--- config.mk ---
export PLATFORM = sky130hd
export DESIGN_NAME = cmos_bank_port
export DESIGN_NICKNAME = d
export VERILOG_FILES = /design/src/rtl/cmos_pkg.sv /design/src/rtl/cmos_index_regs.sv /design/src/rtl/cmos_ram.sv /design/src/rtl/cmos_flag_reg.sv /design/src/rtl/cmos_bank_port.sv
export SDC_FILE = /design/constraint.sdc
export NUM_CORES = 2
export LEC_CHECK = 0
export BUFFER_PORTS_ARGS = -buffer_cell sky130_fd_sc_hd__buf_4
export CORE_MARGIN = 2
export CORE_UTILIZATION = 40
export DETAILED_ROUTE_END_ITERATION = 10
export MAX_ROUTING_LAYER = met4
export PLACE_DENSITY = 0.64
export SLEW_MARGIN = 0
export SYNTH_ARGS = -nofsm -noshare
export SYNTH_HDL_FRONTEND = slang
export SYNTH_HIERARCHICAL = 1
export SYNTH_SLANG_ARGS = --single-unit
--- constraint.sdc ---
create_clock -name clk -period 6.01 [get_ports clk]
set_clock_uncertainty 0.05 [all_clocks]
set_input_delay 1.803 -clock clk [delete_from_list [all_inputs] [get_ports clk]]
set_output_delay 1.803 -clock clk [all_outputs]
set_load 0.01 [all_outputs]
--- src/rtl/cmos_pkg.sv ---
package cmos_pkg;
  // offset decode: bit 0 picks data vs pointer, bit 1 picks the bank
  typedef enum logic [1:0] {
    PORT_PTR_LO = 2'd0,
    PORT_DAT_LO = 2'd1,
    PORT_PTR_HI = 2'd2,
    PORT_DAT_HI = 2'd3
  } port_sel_e;

  typedef enum logic {
    SRC_SIDE = 1'b0,
    SRC_RAM  = 1'b1
  } rd_src_e;
endpackage

--- src/rtl/cmos_index_regs.sv ---
module cmos_index_regs #(
  parameter int DATA_W  = 8,
  parameter int BANK_AW = 7,
  parameter int NBANK   = 2,
  localparam int BSEL_W = (NBANK > 1) ? $clog2(NBANK) : 1
) (
  input  logic                            clk,
  input  logic                            rst,
  input  logic                            ptr_wr,
  input  logic [BSEL_W-1:0]               bank_sel,
  input  logic [DATA_W-1:0]               wdata,
  output logic [NBANK-1:0][BANK_AW-1:0]   ptr_q
);
  for (genvar b = 0; b < NBANK; b++) begin : g_bank
    always_ff @(posedge clk) begin
      if (rst) ptr_q[b] <= '0;
      else if (ptr_wr && bank_sel == BSEL_W'(b)) ptr_q[b] <= wdata[BANK_AW-1:0];
    end

    // a pointer write shows up on the following edge
    a_r1_ptr_load: assert property (@(posedge clk) disable iff (rst)
      (ptr_wr && bank_sel == BSEL_W'(b)) |=> ptr_q[b] == $past(wdata[BANK_AW-1:0]));
  end
endmodule

--- src/rtl/cmos_ram.sv ---
module cmos_ram #(
  parameter int DATA_W = 8,
  parameter int ADDR_W = 8,
  localparam int DEPTH = 1 << ADDR_W
) (
  input  logic              clk,
  input  logic              we,
  input  logic [ADDR_W-1:0] waddr,
  input  logic [DATA_W-1:0] wdata,
  input  logic              re,
  input  logic [ADDR_W-1:0] raddr,
  output logic [DATA_W-1:0] rdata_q
);
  logic [DATA_W-1:0] mem [DEPTH];

  always_ff @(posedge clk) begin
    if (we) mem[waddr] <= wdata;
    if (re) rdata_q <= mem[raddr];
  end
endmodule

--- src/rtl/cmos_flag_reg.sv ---
module cmos_flag_reg #(
  parameter int DATA_W = 8
) (
  input  logic              clk,
  input  logic              rst,
  input  logic [DATA_W-1:0] set_i,
  input  logic              clr_i,
  output logic [DATA_W-1:0] flags_q
);
  always_ff @(posedge clk) begin
    if (rst)        flags_q <= '0;
    else if (clr_i) flags_q <= set_i;
    else            flags_q <= flags_q | set_i;
  end

  // without a clearing read no bit is ever lost
  a_r7_flags_sticky: assert property (@(posedge clk) disable iff (rst)
    !clr_i |=> ((flags_q & $past(flags_q)) == $past(flags_q)));

  // a clearing read keeps only bits posted in that same cycle
  a_r8_clear_on_read: assert property (@(posedge clk) disable iff (rst)
    clr_i |=> flags_q == $past(set_i));
endmodule

--- src/rtl/cmos_bank_port.sv ---
module cmos_bank_port #(
  parameter int                 DATA_W     = 8,
  parameter int                 BANK_AW    = 7,
  parameter int                 FLAG_IDX   = 12,
  parameter int                 STAT_IDX   = 13,
  parameter logic [DATA_W-1:0]  STAT_VALUE = 8'h80,
  localparam int                NBANK      = 2,
  localparam int                ADDR_W     = BANK_AW + 1
) (
  input  logic              clk,
  input  logic              rst,
  input  logic              io_wr,
  input  logic              io_rd,
  input  logic [1:0]        io_ofs,
  input  logic [DATA_W-1:0] io_wdata,
  output logic [DATA_W-1:0] io_rdata,
  input  logic [DATA_W-1:0] clk_flag_set
);
  import cmos_pkg::*;

  logic                            is_data;
  logic                            bank;
  logic [NBANK-1:0][BANK_AW-1:0]   ptr_q;
  logic [BANK_AW-1:0]              cur_ptr;
  logic [ADDR_W-1:0]               addr;
  logic                            hit_flag, hit_stat;
  logic                            ram_we, ram_re, flag_clr;
  logic [DATA_W-1:0]               ram_q, flags_q, side_q;
  rd_src_e                         src_q;

  assign is_data  = io_ofs[0];
  assign bank     = io_ofs[1];
  assign cur_ptr  = ptr_q[bank];
  assign addr     = {bank, cur_ptr};
  assign hit_flag = !bank && cur_ptr == BANK_AW'(FLAG_IDX);
  assign hit_stat = !bank && cur_ptr == BANK_AW'(STAT_IDX);
  assign ram_we   = io_wr && is_data && !hit_flag && !hit_stat;
  assign ram_re   = io_rd && is_data;
  assign flag_clr = io_rd && is_data && hit_flag;

  cmos_index_regs #(.DATA_W(DATA_W), .BANK_AW(BANK_AW), .NBANK(NBANK)) u_ptr (
    .clk(clk), .rst(rst), .ptr_wr(io_wr && !is_data), .bank_sel(bank),
    .wdata(io_wdata), .ptr_q(ptr_q));

  cmos_ram #(.DATA_W(DATA_W), .ADDR_W(ADDR_W)) u_ram (
    .clk(clk), .we(ram_we), .waddr(addr), .wdata(io_wdata),
    .re(ram_re), .raddr(addr), .rdata_q(ram_q));

  cmos_flag_reg #(.DATA_W(DATA_W)) u_flags (
    .clk(clk), .rst(rst), .set_i(clk_flag_set), .clr_i(flag_clr),
    .flags_q(flags_q));

  // side path: pointer readback, flag byte and status byte
  always_ff @(posedge clk) begin
    if (rst) begin
      src_q  <= SRC_SIDE;
      side_q <= '0;
    end else if (io_rd) begin
      if (!is_data) begin
        src_q  <= SRC_SIDE;
        side_q <= DATA_W'(cur_ptr);
      end else if (hit_flag) begin
        src_q  <= SRC_SIDE;
        side_q <= flags_q;
      end else if (hit_stat) begin
        src_q  <= SRC_SIDE;
        side_q <= STAT_VALUE;
      end else begin
        src_q  <= SRC_RAM;
      end
    end
  end

  assign io_rdata = (src_q == SRC_RAM) ? ram_q : side_q;

  // read data only moves after a read strobe
  a_r5_rdata_hold: assert property (@(posedge clk) disable iff (rst)
    !io_rd |=> $stable(io_rdata));

  // status reads always show the valid pattern
  a_r6_status_valid: assert property (@(posedge clk) disable iff (rst)
    (io_rd && io_ofs == PORT_DAT_LO && ptr_q[0] == BANK_AW'(STAT_IDX))
      |=> io_rdata == STAT_VALUE);
endmodule

== Yosys cells after proc, flatten, opt, wreduce, memory -nomap -nowiden ==
Memories as Yosys holds them, arrays and structs flattened. A register that Yosys moved wholly into a read port is not among the register bits.
Index checks and enable logic that the tools add are counted.

* Register bits: 31
* Bits in latches: 0
* RAM bits: 2048
* Memory bits (read-only): 0
* Input port bits: 22
* Word-level logic and storage cells: 39
* Memories kept: 1

* Add/sub/neg operators: 0
* $mul: 0
* Div/mod/pow operators: 0
* $lt $le $gt $ge: 1
* Eq/ne operators: 3
* Shift operators: 0
* Multiplexer cells: 12
* Bitwise operators: 2
* Reductions and logical operators: 15

{| class="wikitable"
|+ Memories
! name !! depth !! width !! rd ports !! clocked after memory_dff !! write ports !! RTL line !! RTL
|-
| u_ram.mem || 256 || 8 || 1 || 1 || 1 || cmos_ram.sv:14 || <nowiki>logic [DATA_W-1:0] mem [DEPTH];</nowiki>
|}

{| class="wikitable"
|+ Operator list
! kind !! count
|-
| $mux 8 || 5
|-
| $eq 7x4->1 const B || 2
|-
| $mux 7 || 2
|-
| $logic_and 1x1->1 || 10
|-
| $or 8x8->8 || 1
|-
| $mux 1 || 5
|-
| $logic_not 1->1 || 4
|-
| $ne 3x1->1 const B || 1
|-
| $lt 1x2->1 const B || 1
|-
| $reduce_and 2->1 || 1
|-
| $not 1->1 || 1
|}

== Logic depth before layout (Yosys ltp) ==
* Depth after elaboration: 9
* Depth in mapped cells: 13

== By module ==
Netlist, hierarchy kept.

{| class="wikitable"
|+ By module, submodules not included
! module !! instances !! cells an instance !! area each (sq um) !! seq. area each (sq um)
|-
| cmos_ram || 1 || 3733 || 79636.4 || 61739.2
|-
| cmos_bank_port || 1 || 79 || 726.9 || 180.2
|-
| cmos_index_regs || 1 || 57 || 591.8 || 280.3
|-
| cmos_flag_reg || 1 || 33 || 304.0 || 160.2
|}

== Worst setup path after synthesis ==
No wires, ideal clock.

* Kind: in2reg
* Start: in io_ofs[1]
* End: reg u_ram.rdata_q[2] (read register of u_ram.mem), data pin
* Setup time: 0.269 ns
* Data arrival time: 4.012 ns
* Path slack: 1.679 ns
* Stages: 11
* Cell sequence: buf_6 -> mux2_2 -> buf_6 -> buf_12 -> buf_8 -> buf_2 -> mux4_2 -> a22oi_1 -> a21oi_1 -> nor4_1 -> nor4_2

* Cells in the longest elaborated chain, start to end: 2

{| class="wikitable"
|+ RTL lines
! what !! RTL line !! RTL
|-
| start, declared || cmos_bank_port.sv:14 || <nowiki>input logic [1:0] io_ofs,</nowiki>
|-
| $mux 7 (implied by the code) (2 in series) || cmos_bank_port.sv:33 || <nowiki>assign cur_ptr = ptr_q[bank];</nowiki>
|-
| named net cur_ptr[0] || cmos_bank_port.sv:24 || <nowiki>logic [BANK_AW-1:0] cur_ptr;</nowiki>
|-
| end, declared || cmos_ram.sv:12 || <nowiki>output logic [DATA_W-1:0] rdata_q</nowiki>
|}

The timed path passes the listed nets, and every way through them passes these cells. The select of a mux whose other input is x is not followed.
A chain may end at the register's enable or synchronous reset.

== Final worst setup path ==
* Start: in io_ofs[1]
* End: reg u_ram.rdata_q[4] (read register of u_ram.mem), data pin

Same word-level chain as after synthesis.

==> run_results.csv <==
group,metric,value,unit
status,status,"complete, no violations",
setup_path,startpoint_type,"input port",
sta,period_share,0.8633,
sta,fin_tns_setup,0,ns
sta,finalHoldViolCount,0,
global_routing,grt_max_degree,185,
sta,worst_pin_slew,1.189,ns
setup_path,arrival,5.71,ns
route,ant_nets,0,
clocking,cts_tree,"yes",
global_routing,antenna_found_initial,5,
power,p_per_area,319.6,nW/µm²
place,dp_hpwl,124.3,mm
synthesis,synth-seq-cells,2087,
sta,finalCriticalPeriod,5.188,ns
clocking,cts-resized-gates,0,
synthesis,syn_nets,3924,
setup_path,cp.required,6.53,ns
synthesis,synth.top_cell.area_share,0.7598,
sta,slew_violations,0,
power,power,0.02998,W
route,totalWireLength,201.6,mm
finish,layout.nets,4359,
power,ir_drop,307.4,µV
floorplanning,floorplan.initialDensity,0.4020,
sta,max-slew-margin-rel,0.1998,
hold_path,min_path_type,"register to register",
finish,final_common_cell,"edfxtp_1",
finish,syn_to_final_growth,15.44,%
clocking,postCtsSetupRepairBufs,0,
place,post_dp_cell_area,87140,µm²
setup_path,setup.worst_path.class,"input port to register",
clocking,cts.clk_slew.worst_paths,0.07,ns
floorplanning,core-area,202100,µm²
setup_path,crit_family,"multiplexers",
floorplanning,die_x,454.7,µm
global_routing,gr-total-overflow,0,
global_routing,track_usage,0.1998,
synthesis,syn_area_per_cell,20.83,µm²
synthesis,netlist_area,81260,µm²
route,wl_per_cell,28.10,µm
place,routabilityCongestion,0.8971,
synthesis,synth_edf_count,2056,
sta,rsz0062_at_grt,"false",
clocking,cts_buffers,201,
setup_path,critPathCaptureType,"register",
setup_path,cp_max_fo,33,
global_routing,grt_pass1_wl,291.7,mm
setup_path,path_buf_inv,4,
power,leakage,28.69,nW
finish,drive_gt1_frac,0.2802,
floorplanning,std_cell_rows,165,
sta,fmax,192.7,MHz
synthesis,ys_warn_count,6,
setup_path,crit_chain,"buf_4 > mux2_8 > buf_12 > buf_12 > mux4_2 > mux4_2 > nor2b_1 > nor4_1 > buf_4 > nor4_1",
route,drc,0,
synthesis,synth.area.top_cells,"edfxtp_1 (76%), mux4_2 (13%), mux2i_1 (1.8%)",
clocking,ctsRootBufferMaster,"clkbuf_16",
clocking,clk_path_buf_depth,3,
synthesis,netlist_instances,3902,
synthesis,synth_ff_type,"edfxtp_1",
synthesis,synth_area_leader_cell,"edfxtp_1",
clocking,insertion_delay,0.84,ns
route,drt-initial-drc-count,5328,
run,maxCapViolations,0,
setup_path,slowest_stage,"nor4_1",
sta,setup_viol,0,
synthesis,synthArstFlopShare,0,
floorplanning,ios,30,
route,firstDrtPassIters,8,
finish,final_area,93810,µm²
route,vias,41370,
synthesis,ys_seq_area_frac,0.7674,
clocking,postCtsHoldBufs,0,
clocking,cts.sinks,2087,
route,viasPerCell,5.767,
clocking,htreeDepth,4,
finish,fillers,16530,
synthesis,ys_types,63,
floorplanning,die_h,454.7,µm
floorplanning,die-area,206800,µm²
place,port_buffers,29,
global_routing,grt_pass1_vias,40830,
setup_path,cpPeakStageDelay,1.03,ns
finish,final_cell_mix,"edfxtp_1 (2056), mux4_2 (454), buf_4 (443), nor2_1 (281), clkbuf_16 (202)",
==> worst paths after layout <==
path,endpoint,startpoint,slack [ns],cells past startpoint
max reg2reg,u_ram/rdata_q[4]$_DFFE_PP_,u_ptr/ptr_q[0]$_SDFFE_PP0P_,1.63,9
max,u_ram/rdata_q[4]$_DFFE_PP_,io_ofs[1],0.82,10
min,u_ptr/ptr_q[11]$_SDFFE_PP0P_,u_ptr/ptr_q[11]$_SDFFE_PP0P_,0.42,2
min reg2reg,u_ptr/ptr_q[11]$_SDFFE_PP0P_,u_ptr/ptr_q[11]$_SDFFE_PP0P_,0.42,2
==> logic make-up after synthesis <==
logic type	count (synthesis)	share of synthesized area
AND/OR/NAND/NOR	524	0.03039
multiplexers	620	0.1469
AO/OA/AOI/OAI	411	0.03588
buffers and inverters	260	0.01939
flip-flops	2087	0.7674
==> Yosys cell counts, types with 24 or more instances <==
cell	n
clkbuf_1	114
nand2_1	42
nor2_1	284
a22oi_1	133
o22ai_1	28
nand2b_1	37
buf_2	34
nand3_1	34
buf_1	24
nor2b_1	34
a21oi_1	102
mux2i_1	148
buf_4	28
edfxtp_1	2056
o221ai_1	46
nor3_1	24
mux4_2	454
nor4_1	24
dfxtp_1	31
==> flip-flops by register name, summed over array words and instances, names as in the netlist <==
name             flops
u_ram/mem         2048
u_ptr/ptr_q         14
side_q               8
u_flags/flags_q      8
u_ram/rdata_q        8
src_q                1
==> stage by stage <==
stage               hold WS, ns  cells  utilization  worst slack (ns)
floorplan                0.3952   3902            -             1.679
global route             0.4410   7174       0.4641            0.8517
detailed placement       0.4180   6806       0.4312           0.01197
CTS                      0.4266   7172       0.4641            0.9029
global placement         0.4107   6806       0.4312           0.02002
finish                   0.4227   7174       0.4641            0.8218
==> area by class of cell <==
class | count | area (µm²) | share of cell area
Multi-Input combinational cell | 1555 | 17400 | 0.1855
Clock buffer | 245 | 5216 | 0.05561
Inverter | 14 | 52.55 | 0.0005602
Sequential cell | 2087 | 62360 | 0.6648
Antenna cell | 2 | 5.005 | 0.00005335
Timing Repair Buffer | 478 | 3985 | 0.04248
Clock inverter | 121 | 1444 | 0.01539
Tap cell | 2672 | 3343 | 0.03564
==> per-layer routing <==
layer	wire length, µm	track usage	vias to the layer above
li1	-	-	17170
met1	83670	0.2805	21910
met2	94250	0.2976	1947
met3	17980	0.03923	335
met4	5712	0.05800	0
met5	0	-	-
==> power by group <==
group | total (W) | switching (W) | internal (W)
logic | 0.00121 | 0.000788 | 0.000426
clock network | 0.0127 | 0.00546 | 0.00729
registers | 0.0160 | 0.0000175 | 0.0160
==> worst min-delay path, delay by kind of cell, from the launching register on <==
family           cells  cell delay [ns]
muxes                1             0.06
DFF                  1             0.31
and+or+nand+nor      1             0.06
No activity file was read; power rests on OpenSTA's default activity.
